## src/rtl/dv_split_pkg.sv

```systemverilog
package dv_split_pkg;

  typedef enum logic {
    DV_COLUMN = 1'b0,
    DV_ROW    = 1'b1
  } dv_mode_e;

  typedef struct packed {
    logic hs;
    logic vs;
    logic de;
  } dv_sync_t;

endpackage

```

## src/rtl/dv_edge_track.sv

```systemverilog
module dv_edge_track
  import dv_split_pkg::*;
(
  input  logic     clk,
  input  logic     rst_n,
  input  logic     beat,
  input  dv_sync_t sync,
  output logic     hs_rise,
  output logic     vs_rise,
  output logic     de_rise
);

  dv_sync_t last_q;

  always_ff @(posedge clk) begin
    if (!rst_n) begin
      last_q <= '0;
    end else if (beat) begin
      last_q <= sync;
    end
  end

  always_comb begin
    hs_rise = sync.hs && !last_q.hs;
    vs_rise = sync.vs && !last_q.vs;
    de_rise = sync.de && !last_q.de;
  end

endmodule

```

## src/rtl/dv_route_ctrl.sv

```systemverilog
module dv_route_ctrl
  import dv_split_pkg::*;
(
  input  logic     clk,
  input  logic     rst_n,
  input  logic     beat,
  input  logic     hs_rise,
  input  logic     vs_rise,
  input  logic     de_rise,
  input  logic     mode_sel,
  output dv_mode_e eff_mode,
  output logic     to_b
);

  dv_mode_e cur_mode_q;
  logic     col_par_q;   // 1: next column beat goes to B
  logic     row_par_q;   // 1: current line belongs to B
  logic     col_b;
  logic     row_b;

  always_comb begin
    eff_mode = vs_rise ? dv_mode_e'(mode_sel) : cur_mode_q;
    col_b    = de_rise ? 1'b0 : col_par_q;
    if (vs_rise)      row_b = 1'b0;
    else if (hs_rise) row_b = !row_par_q;
    else              row_b = row_par_q;
    to_b = (eff_mode == DV_ROW) ? row_b : col_b;
  end

  always_ff @(posedge clk) begin
    if (!rst_n) begin
      cur_mode_q <= DV_COLUMN;
      col_par_q  <= 1'b0;
      row_par_q  <= 1'b0;
    end else if (beat) begin
      cur_mode_q <= eff_mode;
      col_par_q  <= !col_b;
      row_par_q  <= row_b;
    end
  end

  AST_MODE_HOLD: assert property (@(posedge clk) disable iff (!rst_n)
    !(beat && vs_rise) |=> $stable(cur_mode_q));

  AST_COL_TOGGLE: assert property (@(posedge clk) disable iff (!rst_n)
    (beat && !de_rise) |=> (col_par_q != $past(col_par_q)));

endmodule

```

## src/rtl/dv_htotal_check.sv

```systemverilog
module dv_htotal_check #(
  parameter int CNT_W = 12
) (
  input  logic clk,
  input  logic rst_n,
  input  logic beat,
  input  logic hs_rise,
  output logic err_odd
);

  localparam logic [CNT_W-1:0] CNT_MAX = '1;

  logic [CNT_W-1:0] cnt_q;
  logic             seen_q;

  always_ff @(posedge clk) begin
    if (!rst_n) begin
      cnt_q   <= '0;
      seen_q  <= 1'b0;
      err_odd <= 1'b0;
    end else if (beat) begin
      if (hs_rise) begin
        if (seen_q) err_odd <= cnt_q[0];
        cnt_q  <= CNT_W'(1);
        seen_q <= 1'b1;
      end else if (cnt_q != CNT_MAX) begin
        cnt_q <= cnt_q + CNT_W'(1);
      end
    end
  end

  AST_ERR_HOLD: assert property (@(posedge clk) disable iff (!rst_n)
    !(beat && hs_rise) |=> $stable(err_odd));

endmodule

```

## src/rtl/dv_out_stage.sv

```systemverilog
module dv_out_stage
  import dv_split_pkg::*;
#(
  parameter int DATA_W = 24
) (
  input  logic              clk,
  input  logic              rst_n,
  input  logic              take,
  input  logic [DATA_W-1:0] data_in,
  input  dv_sync_t          sync_in,
  output logic              valid_out,
  output logic [DATA_W-1:0] data_out,
  output dv_sync_t          sync_out
);

  always_ff @(posedge clk) begin
    if (!rst_n) begin
      valid_out <= 1'b0;
      data_out  <= '0;
      sync_out  <= '0;
    end else begin
      valid_out <= take;
      if (take) begin
        data_out <= data_in;
        sync_out <= sync_in;
      end
    end
  end

endmodule

```

## src/rtl/dv_splitter.sv

```systemverilog
module dv_splitter
  import dv_split_pkg::*;
#(
  parameter int DATA_W = 24,
  parameter int CNT_W  = 12
) (
  input  logic              clk,
  input  logic              rst_n,
  input  logic              mode_sel,
  input  logic              in_valid,
  input  logic [DATA_W-1:0] in_data,
  input  logic              in_hs,
  input  logic              in_vs,
  input  logic              in_de,
  output logic              a_valid,
  output logic [DATA_W-1:0] a_data,
  output logic              a_hs,
  output logic              a_vs,
  output logic              a_de,
  output logic              b_valid,
  output logic [DATA_W-1:0] b_data,
  output logic              b_hs,
  output logic              b_vs,
  output logic              b_de,
  output logic              err_odd_htotal
);

  localparam int N_OUT = 2;

  dv_sync_t    in_sync;
  logic        hs_rise, vs_rise, de_rise;
  dv_mode_e    eff_mode;
  logic        to_b;
  logic        o_valid [N_OUT];
  logic [DATA_W-1:0] o_data [N_OUT];
  dv_sync_t    o_sync  [N_OUT];

  assign in_sync = '{hs: in_hs, vs: in_vs, de: in_de};

  dv_edge_track u_edges (
    .clk     (clk),
    .rst_n   (rst_n),
    .beat    (in_valid),
    .sync    (in_sync),
    .hs_rise (hs_rise),
    .vs_rise (vs_rise),
    .de_rise (de_rise)
  );

  dv_route_ctrl u_ctrl (
    .clk      (clk),
    .rst_n    (rst_n),
    .beat     (in_valid),
    .hs_rise  (hs_rise),
    .vs_rise  (vs_rise),
    .de_rise  (de_rise),
    .mode_sel (mode_sel),
    .eff_mode (eff_mode),
    .to_b     (to_b)
  );

  dv_htotal_check #(.CNT_W(CNT_W)) u_htot (
    .clk     (clk),
    .rst_n   (rst_n),
    .beat    (in_valid),
    .hs_rise (hs_rise),
    .err_odd (err_odd_htotal)
  );

  for (genvar s = 0; s < N_OUT; s++) begin : g_out
    dv_out_stage #(.DATA_W(DATA_W)) u_stage (
      .clk       (clk),
      .rst_n     (rst_n),
      .take      (in_valid && (to_b == 1'(s))),
      .data_in   (in_data),
      .sync_in   (in_sync),
      .valid_out (o_valid[s]),
      .data_out  (o_data[s]),
      .sync_out  (o_sync[s])
    );
  end

  assign a_valid = o_valid[0];
  assign a_data  = o_data[0];
  assign a_hs    = o_sync[0].hs;
  assign a_vs    = o_sync[0].vs;
  assign a_de    = o_sync[0].de;
  assign b_valid = o_valid[1];
  assign b_data  = o_data[1];
  assign b_hs    = o_sync[1].hs;
  assign b_vs    = o_sync[1].vs;
  assign b_de    = o_sync[1].de;

  AST_ONE_STRB: assert property (@(posedge clk) disable iff (!rst_n)
    in_valid |=> (a_valid != b_valid));

  AST_IDLE_QUIET: assert property (@(posedge clk) disable iff (!rst_n)
    !in_valid |=> (!a_valid && !b_valid));

  AST_DATA_PASS: assert property (@(posedge clk) disable iff (!rst_n)
    in_valid |=> ((a_valid ? a_data : b_data) == $past(in_data)));

  AST_LINE_START_A: assert property (@(posedge clk) disable iff (!rst_n)
    (in_valid && de_rise && eff_mode == DV_COLUMN) |=> a_valid);

  AST_FRAME_START_A: assert property (@(posedge clk) disable iff (!rst_n)
    (in_valid && vs_rise && mode_sel) |=> a_valid);

endmodule

```

## config.mk

```make
export PLATFORM = sky130hd
export DESIGN_NAME = dv_splitter
export DESIGN_NICKNAME = d
export VERILOG_FILES = /design/src/rtl/dv_split_pkg.sv /design/src/rtl/dv_edge_track.sv /design/src/rtl/dv_route_ctrl.sv /design/src/rtl/dv_htotal_check.sv /design/src/rtl/dv_out_stage.sv /design/src/rtl/dv_splitter.sv
export SDC_FILE = /design/constraint.sdc
export NUM_CORES = 1
export LEC_CHECK = 0
export BUFFER_PORTS_ARGS = -buffer_cell sky130_fd_sc_hd__buf_2
export CORE_ASPECT_RATIO = 0.6
export CORE_MARGIN = 1.5
export CORE_UTILIZATION = 30
export DETAILED_ROUTE_END_ITERATION = 10
export GPL_TIMING_DRIVEN = 0
export PLACE_DENSITY = 0.62
export SYNTH_ARGS = -nofsm -noshare
export SYNTH_HDL_FRONTEND = slang
export SYNTH_SLANG_ARGS = --single-unit
```

## constraint.sdc

```tcl
create_clock -name clk -period 4.1 [get_ports clk]
set_input_delay 0.41 -clock clk [delete_from_list [all_inputs] [get_ports clk]]
set_output_delay 0.41 -clock clk [all_outputs]
set_load 0.1 [all_outputs]
```

==> metrics.cfg, run 1 <==
[sta]
maxSlewViolCount=0
tns_ns=0
final.setup_skew_ns=0.00386
min_period_over_period_pct=47.6
holdWs_ns=0.342
slew_headroom_pct=60.1
layout_setup_ws_ns=2.15
setup_violations=0
hold_violations=0
period_needed_ns=1.95
max_freq_mhz=512
rsz0062_at_grt=no
worst_slew_pin_slew_ns=0.598

[logic_synthesis]
synth_area_mm2=0.00315
ys_warn_count=0
yosys_register_bits=76
yosysTopAreaCellShare_pct=48.3
yosys-top-cells-area=dfxtp_1 48%, mux2i_1 18%, nand2_1 11%
synth_cell_types=47
yosysTopAreaCell=dfxtp_1
syn-num-nets=368
avgSynthCellArea_um2=9.38
seq_area_frac_synth_pct=48.3
synthCells=336

[cells_and_area]
nets=464
regArea_mm2=0.00152
final_util_pct=39.9
layout_common_cells=94 x nand2_1, 86 x buf_2, 76 x dfxtp_1, 58 x mux2i_1, 15 x clkbuf_1
fin_cells=571
nFillCells=1047
final_cell_area_mm2=0.00400
multi_input_area_mm2=0.00146
final_common_cell=nand2_1
drive_gt1_share_pct=25.7
antenna_cells=0
area_growth_pct=26.8

[power]
ir_drop_mv=0.240
p_per_area_mw_per_mm2=474
power.leakage_nw=1.77
power_mw=1.90

[die]
fp.dieW_um=135
start_util_pct=31.5
io_pins=88
die_area_mm2=0.0112
core-area_mm2=0.0100
placementRows=28
fp.dieH_um=82.4

[route]
wirelength_um=8620
routed-via-count=2732
postRouteAntennaNets=0
drtIter0Drc=80
viasPerCell=4.78
dr.pass1.iters=4
drc=0
wl_per_cell_um=15.1

[clock_network]
clk_latency_ns=0.33
post_cts_buffers=0
cts_resized=0
clkTransAtPathRegs_ns=0.06
clock-sinks=76
ctsHoldBuffers=0
root_buffer=clkbuf_16
htree_levels=3
cts-buffers-inserted=9
clk_path_buf_depth=2
cts_tree=built

[critical_path]
ff2ff_setup_slack_ns=2.15
crit_fanout=10
cp_data_required_time_ns=4.30
startpoint_type=flip-flop
crit_type=flip-flop to flip-flop
arrival_ns=2.15
end_kind=flip-flop

[global_route]
antenna_found_initial=0
grt_pass1_wl_um=13500
overflow=0
grtUsageTotal_pct=16.4
grt_pass1_vias=2606
grt_max_degree=12

[placement]
dpl.cell_count=556
io_buffers=85
place_congestion=0.844
place_area_mm2=0.00375
dp_hpwl_um=6300
place_ws_ns=2.04

[hold_path]
min_path_type=input port to flip-flop

[run]
drv_cap=0

[status]
status=completed

## synthesized netlist by cell type (all sizes together)
cell	count
inv	4
clkinv	1
clkbuf	13
nor2b	1
and2	1
a31oi	3
nand3b	3
o31ai	1
buf	9
o211ai	2
a32oi	1
nor3	3
nand2	94
or3	2
o22ai	1
a21oi	12
ha	1
o2111ai	1
and4	2
xnor2	1
o21ai	6
a311oi	2
dfxtp	76
nor2	10
nor4	1
or2	1
nand4	4
a41oi	1
o211a	1
o311ai	1
nand2b	3
mux2i	58
or4	1
o41ai	3
a211oi	1
a31o	1
and3	2
or3b	1
o21bai	1
and2b	1
nand3	5
## path summary, 6_finish.rpt
check / start / to / depth (start not counted)
hold / removal: mode_sel / u_ctrl.cur_mode_q / 3
setup reg to reg: u_htot.cnt_q[0] / u_htot.cnt_q[1] / 6
setup / recovery: u_htot.cnt_q[0] / u_htot.cnt_q[1] / 6
hold reg to reg: g_out[1].u_stage.data_out[13] / g_out[1].u_stage.data_out[13] / 2
## state kept, by name, summed over array words and instances, names as in the netlist, 2 cells and up
register / cells
u_htot.cnt_q: 12
g_out.u_stage.valid_out: 2
g_out.u_stage.data_out: 48
u_edges.last_q: 3
g_out.u_stage.sync_out: 6
## power by group
group | internal, mW | total [mW] | switching [mW] | leakage [nW]
combinational | 0.0851 | 0.407 | 0.322 | 1.02
sequential | 0.775 | 0.795 | 0.0199 | 0.621
clock | 0.403 | 0.694 | 0.291 | 0.126
total | 1.26 | 1.90 | 0.633 | 1.77
## kinds of logic (layout without fill, tap and decap cells)
family	Yosys count	after routing	share of synthesized area (%)
and+or+nand+nor	135	135	18.7
buffers and inverters	27	127	5.40
AOI/OAI and AO/OA	38	38	8.37
xor gates and xnor gates	1	1	0.516
adders and majority gates	1	1	0.397
DFF	76	76	48.3
muxes	58	58	18.4
## metal layers
layer	up-vias	track usage [%]	routed length (µm)
li1	1351	-	-
met1	1290	22.9	4520
met3	11	5.49	553
met5	-	0	0
met2	80	22.8	3400
met4	0	6.99	141
## layout make-up
type | count | share of cell area (%)
sequential | 76 | 38.0
multi-input combinational | 233 | 36.5
timing repair buffer | 85 | 10.6
clock buffer | 12 | 5.91
tap | 135 | 4.22
buffer | 22 | 3.79
inverter | 5 | 0.469
clock inverter | 3 | 0.375
## worst max-delay path, stage by stage (launching register included)
cell and delay [ns]:
dfxtp_1 0.44, ha_1 0.29, nand4_1 0.20, o41ai_1 0.40, buf_2 0.29, or3b_2 0.15, a21oi_1 0.05
No activity file was read; power rests on OpenSTA's default activity.
==> run 2, diff against run 1 <==
PLACE_DENSITY = 0.64   (was 0.62)
clock period = 1.65 ns   (was 4.1 ns; I/O delays follow)
==> metrics.cfg, run 2 (synthesized netlist as in run 1, its figures left out) <==
[status]
status=finished with violations
violations=negative setup slack

[sta]
setup_violations=21
worst_slew_pin_slew_ns=0.641
maxSlewViolCount=0
final.setup_skew_ns=0.00533
hold_violations=0
holdWs_ns=0.0964
layout_setup_ws_ns=-0.0305
max_freq_mhz=595
slew_headroom_pct=57.3
tns_ns=-0.213
min_period_over_period_pct=102
rsz0062_at_grt=yes
period_needed_ns=1.68

[power]
power.leakage_nw=1.91
power_mw=4.80
ir_drop_mv=0.523
p_per_area_mw_per_mm2=1120

[clock_network]
cts-buffers-inserted=9
clock-sinks=76
htree_levels=3
clk_path_buf_depth=2
clkTransAtPathRegs_ns=0.06
cts_tree=built
clk_latency_ns=0.34
root_buffer=clkbuf_16

[critical_path]
crit_type=flip-flop to flip-flop
arrival_ns=1.94
startpoint_type=flip-flop
cp_data_required_time_ns=1.91
ff2ff_setup_slack_ns=-0.03
crit_fanout=10
end_kind=flip-flop

[cells_and_area]
layout_common_cells=94 x nand2_1, 86 x buf_2, 70 x dfxtp_1, 58 x mux2i_1, 15 x clkbuf_1
drive_gt1_share_pct=31.3
final_common_cell=nand2_1
final_cell_area_mm2=0.00427
area_growth_pct=35.4
top_regs=g_out.u_stage.data_out (48), u_htot.cnt_q (12), g_out.u_stage.sync_out (6)
top_register=g_out.u_stage.data_out
nets=481
largest_reg_flops=48
fin_cells=588
antenna_cells=0

[route]
viasPerCell=4.71
dr.pass1.iters=4
wirelength_um=8950
drc=0
routed-via-count=2769
drtIter0Drc=118
wl_per_cell_um=15.2
postRouteAntennaNets=0

[die]
die_area_mm2=0.0112
placementRows=28
start_util_pct=31.5
fp.dieH_um=82.4
fp.dieW_um=135
core-area_mm2=0.0100
io_pins=88

[global_route]
grtUsageTotal_pct=16.2
grt_pass1_vias=2610
overflow=0
grt_pass1_wl_um=13500
grt_max_degree=12
antenna_found_initial=0

[run]
drv_cap=0

[placement]
io_buffers=85
dp_hpwl_um=6230
place_area_mm2=0.00375
dpl.cell_count=556
place_congestion=0.786

[hold_path]
min_path_type=input port to flip-flop

## run 2: cell count changes in the layout (fill, tap and decap cells not counted), sizes merged
cell and change:
buf +17
## run 2: final timing paths
check,from,cells past startpoint,end
worst max-delay path,u_edges.last_q[2],7,g_out[0].u_stage.data_out[13]
worst min-delay path,in_data[12],3,g_out[0].u_stage.data_out[12]
worst max register to register,u_edges.last_q[2],7,g_out[0].u_stage.data_out[13]
worst min register to register,g_out[1].u_stage.sync_out[2],2,g_out[1].u_stage.sync_out[2]
## run 2: area by class of cell
| type | instances | area (µm²) |
|---|---|---|
| Clock inverter | 3 | 15.0 |
| Buffer | 21 | 155 |
| Fill cell | 987 | 5750 |
| Tap cell | 135 | 169 |
| Multi-Input combinational cell | 233 | 1530 |
| Sequential cell | 76 | 1530 |
| Clock buffer | 12 | 236 |
| Timing Repair Buffer | 103 | 614 |
| Inverter | 5 | 18.8 |
## run 2: per-stage QoR
step                setup WS [ns]  util [%]
finish                    -0.0305      42.6
global route               -0.127      42.6
CTS                       -0.0233      41.8
detailed placement         -0.239      37.4
global placement           -0.211      37.4
floorplan                  0.0312         -
## run 2: metal layers
layer | vias up | part of all wire, % | GRT usage [%]
li1 | 1391 | - | -
met1 | 1293 | 51 | 22.1
met2 | 75 | 42 | 24.2
met3 | 10 | 5.8 | 5.31
met4 | 0 | 1.3 | 5.27
met5 | - | 0 | 0
## run 2: power by group
group,total [mW],internal (mW),switching [mW]
Sequential,1.98,1.93,0.0519
Combinational,1.09,0.268,0.823
Clock,1.73,1.00,0.725
## run 2: worst max-delay path, stage by stage (launching register included)
cell,delay (ns)
dfxtp_2,0.32
and2b_1,0.18
buf_6,0.13
xnor2_4,0.13
o311ai_2,0.30
buf_6,0.19
buf_12,0.15
mux2i_1,0.20
## run 2: repair_timing
action,CTS,global route
hold buffers,0,0
setup buffers,11,5
endpoints found under the hold margin,0,0
endpoints found under the setup margin,57,62
pin swaps,3,7
gates cloned,2,1
resized for setup,15,20
==> run 3, diff against run 2 <==
PLACE_DENSITY = 0.63   (was 0.64)
SYNTH_HIERARCHICAL = 1   (was unset)
==> metrics.cfg, run 3 <==
[status]
status=finished with violations
violations=negative setup slack

[critical_path]
startpoint_type=flip-flop
path_cells=nor2b_4, mux2_4, o32ai_4, and2b_2, buf_12, buf_4, mux2i_1, nor2b_1
reg2regPathDepth=8
cp_slowest_stage_delay_ns=0.33
end_kind=flip-flop
ff2ff_setup_slack_ns=-0.25
r2r-start=u_edges/last_q[1]
reg2reg_to=g_out[0].u_stage/data_out[21]
crit_buf_inv=2
crit_fanout=7
crit_type=flip-flop to flip-flop
critPathSlowestCell=dfxtp_2
cp_data_required_time_ns=1.87
arrival_ns=2.12
critical-path-top-delay-family=multiplexers

[cells_and_area]
final_cell_area_mm2=0.00457
nFillCells=1004
area_growth_pct=40.2
fin_cells=558
layout_common_cells=89 x buf_2, 73 x dfxtp_1, 62 x nor2b_1, 58 x mux2i_1, 10 x nand2_1
largest_reg_flops=48
top_register=g_out.u_stage/data_out
regArea_mm2=0.00153
drive_gt1_share_pct=36.0
final_common_cell=buf_2
top_regs=g_out.u_stage/data_out (48), u_htot/cnt_q (12), g_out.u_stage/sync_out (6)
multi_input_area_mm2=0.00169
final_util_pct=43.3
nets=446
antenna_cells=0

[placement]
place_ws_ns=-0.497
dpl.cell_count=526
io_buffers=87
place_area_mm2=0.00388
place_congestion=0.800
dp_hpwl_um=5180

[logic_synthesis]
synth_flop_cell=dfxtp_1
synthArstFlopShare_pct=0
yosys.cell_count.top_type=dfxtp_1
synth_area_mm2=0.00326
yosys_register_bits=76
synth_commonest_cells=76 x dfxtp_1, 64 x nor2b_1, 61 x mux2i_1, 10 x nand2_1, 6 x clkbuf_1
seq_area_frac_synth_pct=46.7
avgSynthCellArea_um2=10.9
ys_warn_count=6
yosysTopAreaCellShare_pct=46.7
synth_cell_types=48
synthCells=300
syn-num-nets=332
synth_edf_count=0
yosysTopAreaCell=dfxtp_1
yosys-top-cells-area=dfxtp_1 47%, mux2i_1 19%, nor2b_1 12%

[sta]
maxSlewViolCount=0
max_freq_mhz=526
worst_slew_pin_slew_ns=0.537
setup_violations=56
rsz0062_at_grt=yes
slew_headroom_pct=64.2
period_needed_ns=1.90
final.setup_skew_ns=0.00360
hold_violations=0
min_period_over_period_pct=115
layout_setup_ws_ns=-0.250
holdWs_ns=0.109

[global_route]
overflow=0
grt_pass1_wl_um=12600
grtUsageTotal_pct=14.2
grt_max_degree=36
grt_pass1_vias=2476
antenna_found_initial=0

[clock_network]
cts-buffers-inserted=9
clock-sinks=76
cts_tree=built
ctsHoldBuffers=0
clk_path_buf_depth=2
root_buffer=clkbuf_16
htree_levels=3
clk_latency_ns=0.33
clkTransAtPathRegs_ns=0.06

[power]
power.leakage_nw=1.96
p_per_area_mw_per_mm2=1190
ir_drop_mv=0.564

[hold_path]
min_path_type=input port to flip-flop
whs_path_depth=3
holdPathEnd=g_out[1].u_stage/data_out[20]
min_from=in_data[20]

[die]
fp.dieH_um=83.7
fp.dieW_um=138
placementRows=29
start_util_pct=30.9
io_pins=88
die_area_mm2=0.0115
core-area_mm2=0.0106

[run]
drv_cap=0

[route]
dr.pass1.iters=5
routed-via-count=2587
viasPerCell=4.64
postRouteAntennaNets=0
wirelength_um=8140
wl_per_cell_um=14.6
drc=0
drtIter0Drc=76

[run 3: cell types whose count changed after synthesis, sizes merged, moves of 4 or more]
cell | previous run | this run
and2 | 1 | 5
nand2 | 94 | 11
a21oi | 12 | 2
nor2b | 1 | 64
clkbuf | 13 | 6
a21boi | 0 | 6
nor2 | 10 | 5
[run 3: worst min-delay path: stages]
cell and delay, ns:
buf_2 0.09, mux2i_1 0.06, nor2b_1 0.09
[run 3: cell type report]
class / count / area share, %
plain buffers: 14 / 3.34
clock inverters: 4 / 2.08
inverters: 3 / 0.246
well taps: 139 / 3.81
clock buffers: 12 / 5.61
repair buffers: 103 / 14.5
multi-input cells: 207 / 37.0
flip-flops and latches: 76 / 33.4
[run 3: per-stage QoR]
step / power [mW] / TNS, ns
floorplan: 2.84 / -4.87
global placement: 3.02 / -21.07
detailed placement: 3.04 / -23.29
CTS: 5.46 / -10.47
global route: 5.62 / -15.83
finish: 5.42 / -10.73
[run 3: what timing repair did]
| action | CTS | global route |
|---|---|---|
| setup buffers | 11 | 1 |
| endpoints found under the setup margin | 67 | 65 |
| gates cloned | 4 | 1 |
| pin swaps | 2 | 2 |
| gates resized for setup | 17 | 18 |
[run 3: cell families after synthesis]
group           Yosys count  synth area share, %
compound gates           34                 8.37
fa+ha+maj                 1                0.384
buf+inv                  17                 4.49
xor+xnor                  1                0.269
simple gates            109                 20.6
mux                      62                 19.2
flops                    76                 46.7
[run 3: how the worst max path moves through the flow]
stage / start / endpoint / slack [ns] / cells past startpoint
3_5_place_dp: in_hs / g_out[0].u_stage/data_out[6] / -0.50 / 9
3_3_place_gp: in_hs / g_out[0].u_stage/data_out[4] / -0.43 / 9
5_1_grt: u_edges/last_q[1] / g_out[0].u_stage/data_out[16] / -0.35 / 8
6_report: u_edges/last_q[1] / g_out[0].u_stage/data_out[21] / -0.25 / 8
2_1_floorplan: u_edges/last_q[1] / g_out[0].u_stage/data_out[10] / -0.14 / 8
4_1_cts: u_edges/last_q[1] / g_out[0].u_stage/data_out[6] / -0.24 / 8
[run 3: report_power, final]
part	switching, mW	leakage [nW]	internal (mW)	total, mW
Clock	0.740	0.173	1.56	2.30
Sequential	0.0497	0.622	1.92	1.97
Combinational	0.794	1.17	0.352	1.15
[run 3: metal layers]
layer | share of wire [%] | vias to the layer above | routed length (µm) | track usage [%]
met5 | 0 | - | 0 | 0
li1 | - | 1282 | - | -
met2 | 43 | 84 | 3500 | 21.4
met4 | 0.93 | 0 | 76 | 3.44
met3 | 6.6 | 10 | 538 | 5.10
met1 | 49 | 1211 | 4020 | 19.3
